File: src/rtl/fp_exp.sv
`timescale 1ns/1ps
module fp_exp #(
  parameter int WE = 6,
  parameter int WF = 10,
  parameter int G  = 4,
  parameter int K  = 5
) (
  input  logic             clk,
  input  logic             rst_n,
  input  logic             in_valid,
  input  logic [WE+WF:0]   x_in,
  output logic             out_valid,
  output logic [WE+WF:0]   result,
  output logic             ovf,
  output logic             unf
);
  localparam int BIAS  = 2**(WE-1) - 1;
  localparam int F     = WF + G;
  localparam int CF    = F + WE;
  localparam int WM    = WE - 1 + F;
  localparam int WX    = WM + 1;
  localparam int WL    = WX + WE;
  localparam int WY    = WL + 2;
  localparam int WEE   = WE + 3;
  localparam int WQ    = WX + CF + 2;
  localparam int W2    = F + 2 - 2*K;
  localparam int SQSH  = F + 5 - 2*K;
  localparam int ENT_W = F + 2;
  localparam int WP    = 2*F + 3;

  localparam logic [63:0] LN2_64 = 64'hB17217F7D1CF79AB;
  localparam logic [63:0] L2E_64 = 64'hB8AA3B295C17F0BB;
  localparam logic [CF-1:0] LN2C = LN2_64[63 -: CF];
  localparam logic [CF:0]   L2EC = L2E_64[63 -: CF+1];

  localparam logic [WE-1:0]  BIG_EXP = WE'(BIAS + WE - 1);
  localparam logic [WE:0]    SA0     = (WE+1)'(WE - 2 + BIAS);
  localparam logic signed [WEE-1:0] EMX   = WEE'(2**WE - 1);
  localparam logic signed [WEE-1:0] ONE_E = WEE'(1);
  localparam logic [WE+WF:0] INF_PAT = {1'b0, {WE{1'b1}}, {WF{1'b0}}};
  localparam logic [WE+WF:0] NAN_PAT = {1'b0, {WE{1'b1}}, 1'b1, {(WF-1){1'b0}}};

  function automatic logic [ENT_W-1:0] exp_entry(int a);
    longint unsigned yv, term, sum;
    yv   = longint'(a) << (30 - K);
    term = 64'd1 << 30;
    sum  = term;
    for (int n = 1; n < 20; n++) begin
      term = ((term * yv) >> 30) / longint'(n);
      sum  = sum + term;
    end
    return ENT_W'((sum + (64'd1 << (29 - F))) >> (30 - F));
  endfunction

  logic [ENT_W-1:0] tbl [2**K];
  for (genvar i = 0; i < 2**K; i++) begin : g_tbl
    assign tbl[i] = exp_entry(i);
  end

  logic          sx;
  logic [WE-1:0] ex;
  logic [WF-1:0] fx;
  assign {sx, ex, fx} = x_in;

  logic special, is_nan, big;
  assign special = &ex;
  assign is_nan  = special && (|fx);
  assign big     = !special && (ex >= BIG_EXP);

  logic [WM-1:0] full, mag;
  logic [WE:0]   sa;
  assign full = {(ex != '0), fx, {(WE-2+G){1'b0}}};
  assign sa   = SA0 - {1'b0, ex};
  assign mag  = full >> sa;

  logic signed [WX-1:0]  xs;
  logic signed [WL-1:0]  xl;
  logic signed [WQ-1:0]  prod;
  logic signed [WEE-1:0] e0, ec;
  assign xs   = sx ? -$signed({1'b0, mag}) : $signed({1'b0, mag});
  assign xl   = {xs, {WE{1'b0}}};
  assign prod = WQ'(xs) * WQ'($signed({1'b0, L2EC}));
  assign e0   = WEE'(prod >>> (F + CF));

  logic signed [WY-1:0] ln2s, y2, yc;
  logic yneg, yhi;
  assign ln2s = WY'($signed({1'b0, LN2C}));
  assign y2   = WY'(xl) - WY'(e0) * ln2s;
  assign yneg = y2[WY-1];
  assign yhi  = !yneg && (y2 >= ln2s);
  assign yc   = yneg ? y2 + ln2s : (yhi ? y2 - ln2s : y2);
  assign ec   = yneg ? e0 - ONE_E : (yhi ? e0 + ONE_E : e0);

  logic [F-1:0]    yf;
  logic [K-1:0]    a;
  logic [F-K-1:0]  z;
  logic [W2-1:0]   zt;
  logic [2*W2-1:0] sq;
  logic [F:0]      corr;
  logic [WP-1:0]   pm;
  logic [WF+2:0]   m;
  logic            norm;
  logic [WF-1:0]   fr;
  logic signed [WEE-1:0] er;
  assign yf   = yc[CF-1:WE];
  assign a    = yf[F-1 -: K];
  assign z    = yf[F-K-1:0];
  assign zt   = z[F-K-1 -: W2];
  assign sq   = zt * zt;
  assign corr = {1'b1, {F{1'b0}}} + (F+1)'(z) + (F+1)'(sq >> SQSH);
  assign pm   = WP'(tbl[a]) * WP'(corr);
  assign m    = pm[WP-1:F+G] + (WF+3)'(pm[F+G-1]);
  assign norm = m[WF+1];
  assign fr   = norm ? m[WF:1] : m[WF-1:0];
  assign er   = ec + (norm ? WEE'(BIAS + 1) : WEE'(BIAS));

  logic [WE+WF:0] res_c;
  logic ovf_c, unf_c;
  always_comb begin
    ovf_c = 1'b0;
    unf_c = 1'b0;
    if (is_nan)                          res_c = NAN_PAT;
    else if (special)                    res_c = sx ? '0 : INF_PAT;
    else if (big || (!er[WEE-1] && er >= EMX)) begin
      if (big && sx) begin res_c = '0; unf_c = 1'b1; end
      else           begin res_c = INF_PAT; ovf_c = 1'b1; end
    end
    else if (er[WEE-1] || er == '0) begin res_c = '0; unf_c = 1'b1; end
    else                                 res_c = {1'b0, er[WE-1:0], fr};
  end

  logic unused_ok;
  assign unused_ok = ^{yc[WE-1:0], z, pm, m};

  always_ff @(posedge clk or negedge rst_n) begin
    if (!rst_n) begin
      out_valid <= 1'b0;
      result    <= '0;
      ovf       <= 1'b0;
      unf       <= 1'b0;
    end else begin
      out_valid <= in_valid;
      if (in_valid) begin
        result <= res_c;
        ovf    <= ovf_c;
        unf    <= unf_c;
      end
    end
  end

  AST_REDUCED_IN_RANGE: assert property (@(posedge clk) disable iff (!rst_n)
    (in_valid && !special && !big) |-> (yc[WY-1:CF] == '0));
  AST_VALID_FOLLOWS: assert property (@(posedge clk) disable iff (!rst_n)
    in_valid |=> out_valid);
  AST_VALID_DROPS: assert property (@(posedge clk) disable iff (!rst_n)
    !in_valid |=> !out_valid);
  AST_OVF_IS_INF: assert property (@(posedge clk) disable iff (!rst_n)
    ovf |-> (result == INF_PAT && !unf));
  AST_UNF_IS_ZERO: assert property (@(posedge clk) disable iff (!rst_n)
    unf |-> (result == '0 && !ovf));
  AST_NO_SIGN: assert property (@(posedge clk) disable iff (!rst_n)
    !result[WE+WF]);
endmodule

File: config.mk
export PLATFORM = sky130hd
export DESIGN_NAME = fp_exp
export DESIGN_NICKNAME = d
export VERILOG_FILES = /design/src/rtl/fp_exp.sv
export SDC_FILE = /design/constraint.sdc
export NUM_CORES = 1
export LEC_CHECK = 0
export BUFFER_PORTS_ARGS = -buffer_cell sky130_fd_sc_hd__buf_2
export CAP_MARGIN = 20
export CORE_AREA = 2 2 171 206
export CTS_BUF_LIST = sky130_fd_sc_hd__clkbuf_4 sky130_fd_sc_hd__clkbuf_8
export CTS_CLUSTER_SIZE = 16
export DETAILED_ROUTE_END_ITERATION = 7
export DIE_AREA = 0 0 173 208
export PLACE_DENSITY = 0.8
export SYNTH_ARGS = -nofsm -noshare
export SYNTH_HDL_FRONTEND = slang
export SYNTH_SLANG_ARGS = --single-unit
File: constraint.sdc
create_clock -name clk -period 3.1 [get_ports clk]
set_input_delay 0.155 -clock clk [delete_from_list [all_inputs] [get_ports clk]]
set_output_delay 0.155 -clock clk [all_outputs]
set_load 0.02 [all_outputs]
==> key figures, run 1 <==
Synth
  – Flops & latches, synth: 19
  – Synthesized instance count: 2698
  – Async set-reset flop share out of synthesis: 100%
  – Largest cells by area after synthesis: fa_1 (28%), ha_1 (24%), inv_1 (9.5%)
  – Yosys synthesis warning count: 0
  – Post-synth top area cell: fa_1
  – Number of enable flip-flop cells after synthesis: 0
  – Synthesized area: 22400 sq um
  – Yosys cell types: 107
  – Ys flop type: dfrtp_1
  – Sequential-to-total area share from yosys stat: 2.12%
  – Syn Nets: 3455
  – Post-synth top area share: 27.6%
  – Avg Cell Area, Syn: 8.32 sq um

Clock tree
  – Clk buf depth: 2
  – CTS sink cnt: 19
  – Total CTS buffers: 3
  – Clock Root Buffer: clkbuf_8
  – H-Tree Level Count: 1

Run status
  – Failing step: global routing
  – Status: aborted with a tool error
  – Err: [ERROR GRT-0116] Global routing finished with congestion. Check the congestion regions in the DRC Viewer.

GRT
  – GRT Util Overall: 66.9%
  – Vias in the first global route: 31500
  – Largest net degree at the start of global routing: 24
  – GRT Residual Overflow: 51
  – First-pass GRT wire length: 183000 um

Placement
  – Input/output buffers: 38
  – Post-DP Area: 29200 sq um
  – Inst Count DP: 3863
  – Placer Congestion: 1.01
  – Post-detail-place hpwl: 71500 um

Die
  – Core Rows: 74
  – DIE HEIGHT: 208 um
  – Initial core utilization: 66.2%
  – I/O pins: 40
  – Chip width: 173 um
routing by layer:
metal / GRT usage [%] / GRT overflow
met1: 63.1 / 1
met2: 92.0 / 25
met3: 41.4 / 0
met4: 75.2 / 25
met5: 15.2 / 0
cells in the mapped netlist, types with 7 or more instances:
| cell | count |
|---|---|
| inv_1 | 567 |
| ha_1 | 427 |
| fa_1 | 310 |
| nor2_1 | 206 |
| nand2_1 | 187 |
| a21oi_1 | 107 |
| xnor2_1 | 74 |
| o21ai_0 | 72 |
| clkbuf_1 | 64 |
| a21o_1 | 45 |
| nor3_1 | 45 |
| nand3_1 | 43 |
| xor2_1 | 37 |
| nand2b_1 | 32 |
| nand4_1 | 32 |
| nor2b_1 | 28 |
| and3_1 | 27 |
| a31oi_1 | 25 |
| a211oi_1 | 24 |
| dfrtp_1 | 19 |
| o211ai_1 | 18 |
| mux2i_1 | 17 |
| and2_1 | 16 |
| or2_2 | 13 |
| o311ai_1 | 12 |
| nand3b_1 | 10 |
| o21a_1 | 9 |
| a2111oi_0 | 8 |
| nor4_1 | 8 |
| o22ai_1 | 8 |
| o31ai_1 | 8 |
| or3_1 | 8 |
| buf_2 | 7 |
| o22a_1 | 7 |
stage by stage:
| stage | setup slack (ps) | utilization, % | hold WS [ps] |
|---|---|---|---|
| CTS | -23380 | 89.3 | 211 |
| floorplan | -22890 | - | -141 |
| detailed placement | -24280 | 86.3 | 120 |
| global placement | -23190 | 86.3 | 101 |
repair_timing:
item	CTS
setup buffers	73
resized for setup	87
hold buffers	1
hold endpoints to repair	19
pin swaps	87
setup endpoints to repair	18
cells by family after synthesis:
family / Yosys count / share of synthesized area, %
adders and majority gates: 737 / 51.5
and+or+nand+nor: 694 / 15.2
buffers and inverters: 652 / 11.0
AOI/OAI and AO/OA: 452 / 14.0
xor gates and xnor gates: 116 / 4.69
muxes: 27 / 1.42
DFF: 19 / 2.12
other: 1 / 0.0167
==> run 2: changes to the inputs <==
==> config.mk (replaced) <==
export PLATFORM = sky130hd
export DESIGN_NAME = fp_exp
export DESIGN_NICKNAME = d
export VERILOG_FILES = /design/src/rtl/fp_exp.sv
export SDC_FILE = /design/constraint.sdc
export NUM_CORES = 1
export LEC_CHECK = 0
export BUFFER_PORTS_ARGS = -buffer_cell sky130_fd_sc_hd__buf_2
export CAP_MARGIN = 20
export CORE_AREA = 2 2 240 242
export DETAILED_ROUTE_END_ITERATION = 7
export DIE_AREA = 0 0 242 244
export PLACE_DENSITY_LB_ADDON = 0.15
export SYNTH_ARGS = -nofsm -noshare
export SYNTH_HDL_FRONTEND = slang
export SYNTH_SLANG_ARGS = --single-unit
==> run 2 against run 1 <==
Net effect:
- the flow now finishes, with violations (negative setup slack)
- area after synthesis did not move
- synthesized cell count did not move
==> key figures, run 2 <==
Run status
  – Status: complete, but fails checks
  – Failing checks: negative setup slack

Detailed routing
  – Via density: 5.12
  – Via count: 22100
  – Final ANT Viol Nets: 0
  – DRC: 0
  – DR WL/cell: 18.2 um
  – Post-Route WL: 78400 um
  – DR iter-0 viols: 1130
  – DR pass1 iterations: 6

Die
  – I/O pins: 40
  – Core Rows: 87
  – Core region area: 56200 sq um
  – Die area: 59000 sq um
  – Chip width: 242 um
  – Initial core utilization: 40.0%
  – DIE HEIGHT: 244 um

Layout
  – Final nets: 4320
  – Ratio of cells with drive above 1 in the final layout: 36.7%
  – Register with the most flip-flops: result
  – Leading cell type in the layout, fill and taps excluded: buf_4
  – Commonest non-fill, non-tap cells in the layout: buf_4 (869), inv_1 (525), ha_1 (384), fa_1 (294), nor2_1 (175)
  – Number of flip-flops in the largest register: 16
  – ANT cells: 0
  – Finished Layout Cells: 4318
  – Synthesis-to-layout area growth: 43.7%

Setup path
  – Crit Path Max Fanout: 7
  – Path depth of the worst reg2reg path: 4
  – Crit start category: input pin
  – Slowest stage delay, CP: 570 ps
  – Worst Setup End Kind: flip-flop
  – Setup slack, reg-to-reg: 1840 ps
  – Crit-path most repeated cell: fa_1
  – WP data required: 3230 ps
  – Crit-path leading delay family: adder cells
  – CP Depth: 130
  – Critical Path AT: 26560 ps
  – Reg2reg end: result[9]
  – Crit path max-delay cell type: fa_1
  – Kind of critical path: input pin to flip-flop
  – Buf/Inv on CP: 35
  – Reg-to-Reg Start: result[9]

Timing
  – Final Cycle Share: 853%
  – Hold Violations, Final: 0
  – Slew Viols, Final: 0
  – Setup violators final: 18
  – Clk_skew: 0 ps
  – RSZ-0062 raised after global routing: yes
  – Worst slew pin tran: 872 ps
  – Worst rel slew slack: 41.6%
  – Final worst path period need: 26430 ps
  – FMAX: 37.8 MHz
  – Setup ws final: -23330 ps
  – Hold_ws: 387 ps

GRT
  – Initial antenna violation count: 1
  – Busiest metal layer after global routing: met2
  – First-pass GRT wire length: 128000 um
  – GRT Residual Overflow: 0
  – GRT Util Overall: 26.9%
  – Largest net degree at the start of global routing: 23
  – Grt met3 use: 1.56%
  – Met2 Track Usage GR: 47.6%
  – GR Layer Usage met1: 35.9%
  – Vias in the first global route: 23700

Placement
  – Post-detail-place hpwl: 67600 um
  – Inst Count DP: 4173
  – Input/output buffers: 38
  – Placer Congestion: 0.964

Clock tree
  – Worst-Skew Late Latency: 240 ps
  – H-Tree Level Count: 1
  – CTS clk-pin slew, worst paths: 50 ps
  – CTS tree: built
  – Total CTS buffers: 3
  – Clk buf depth: 2
  – CTS sink cnt: 19
  – Clock Root Buffer: clkbuf_16

Synth
  – Post-synth top area cell: fa_1
  – Synthesized area: 22400 sq um
  – Async set-reset flop share out of synthesis: 100%
  – Yosys synthesis warning count: 0
  – Post-synth top area share: 27.6%
  – Yosys cell types: 107
  – Syn Nets: 3455
  – Number of enable flip-flop cells after synthesis: 0
  – Largest cells by area after synthesis: fa_1 (28%), ha_1 (24%), inv_1 (9.5%)
  – Sequential-to-total area share from yosys stat: 2.12%
  – Avg Cell Area, Syn: 8.32 sq um
  – Most common cell in the synthesized netlist: inv_1
  – Flops & latches, synth: 19
  – Top post-synthesis cells by count: inv_1 (567), ha_1 (427), fa_1 (310)
  – Ys flop type: dfrtp_1
  – Synthesized instance count: 2698

Run
  – Max_cap viols: 0

Hold path
  – Worst Hold Class: input pin to async pin
## run 2: area by class of cell
cell class	count	area (sq um)
tap	756	946
timing repair buffer	939	7200
multi-input combinational	2027	21400
clock buffer	4	78.8
sequential	19	475
fill	5101	23900
inverter	573	2170
## run 2: metrics by stage
step / utilization, % / cell area [sq um] / setup WS [ps] / setup TNS [ps]
final: 57.4 / 32300 / -23330 / -418110
after global routing: 57.4 / 32300 / -24520 / -439670
after CTS: 55.6 / 31200 / -23110 / -413630
after detailed placement: 53.0 / 29700 / -24130 / -432210
after global placement: 53.0 / 29700 / -23590 / -423240
after floorplan: - / 23300 / -22890 / -409540
## run 2: per-layer routing
metal	routed length, um	vias up
li1	-	10600
met1	35000	10900
met2	38500	481
met3	2500	112
met4	2440	2
met5	17	-
## run 2: worst max-delay path by stage
stage,startpoint,end
after CTS,x_in[12],result[8]
after detailed placement,x_in[10],result[8]
final,x_in[12],result[15]
after global placement,x_in[12],result[8]
after floorplan,x_in[12],result[10]
after global routing,x_in[12],result[7]
## run 2: logic make-up (layout without fill, tap and decap cells)
family | after synthesis | after routing | synth area share [%]
adder cells (fa/ha/maj) | 737 | 737 | 51.5
buffers and inverters | 652 | 1516 | 11.0
XOR/XNOR | 116 | 116 | 4.69
flip-flops | 19 | 19 | 2.12
other | 1 | 1 | 0.0167
AO/OA/AOI/OAI | 452 | 452 | 14.0
multiplexers | 27 | 27 | 1.42
AND/OR/NAND/NOR | 694 | 694 | 15.2
## run 2: worst reg2reg max path, cell delays in order, from the launching register on
cell     delay, ps
dfrtp_1        390
or2_2          320
nand3_4        110
nor2_1          50
a221o_1        290
## run 2: repair_timing
item / CTS / global route
buffers inserted: 94 / 47
endpoints found under the setup margin: 18 / 18
gates resized for setup: 139 / 139
hold buffers: 1 / 0
hold endpoints to repair: 19 / 0
gates cloned: 1 / 1
pin swaps: 109 / 144
Power of run 2 is not shown: default switching activity piles up to over one toggle a cycle in this logic, so the estimate is an artifact.
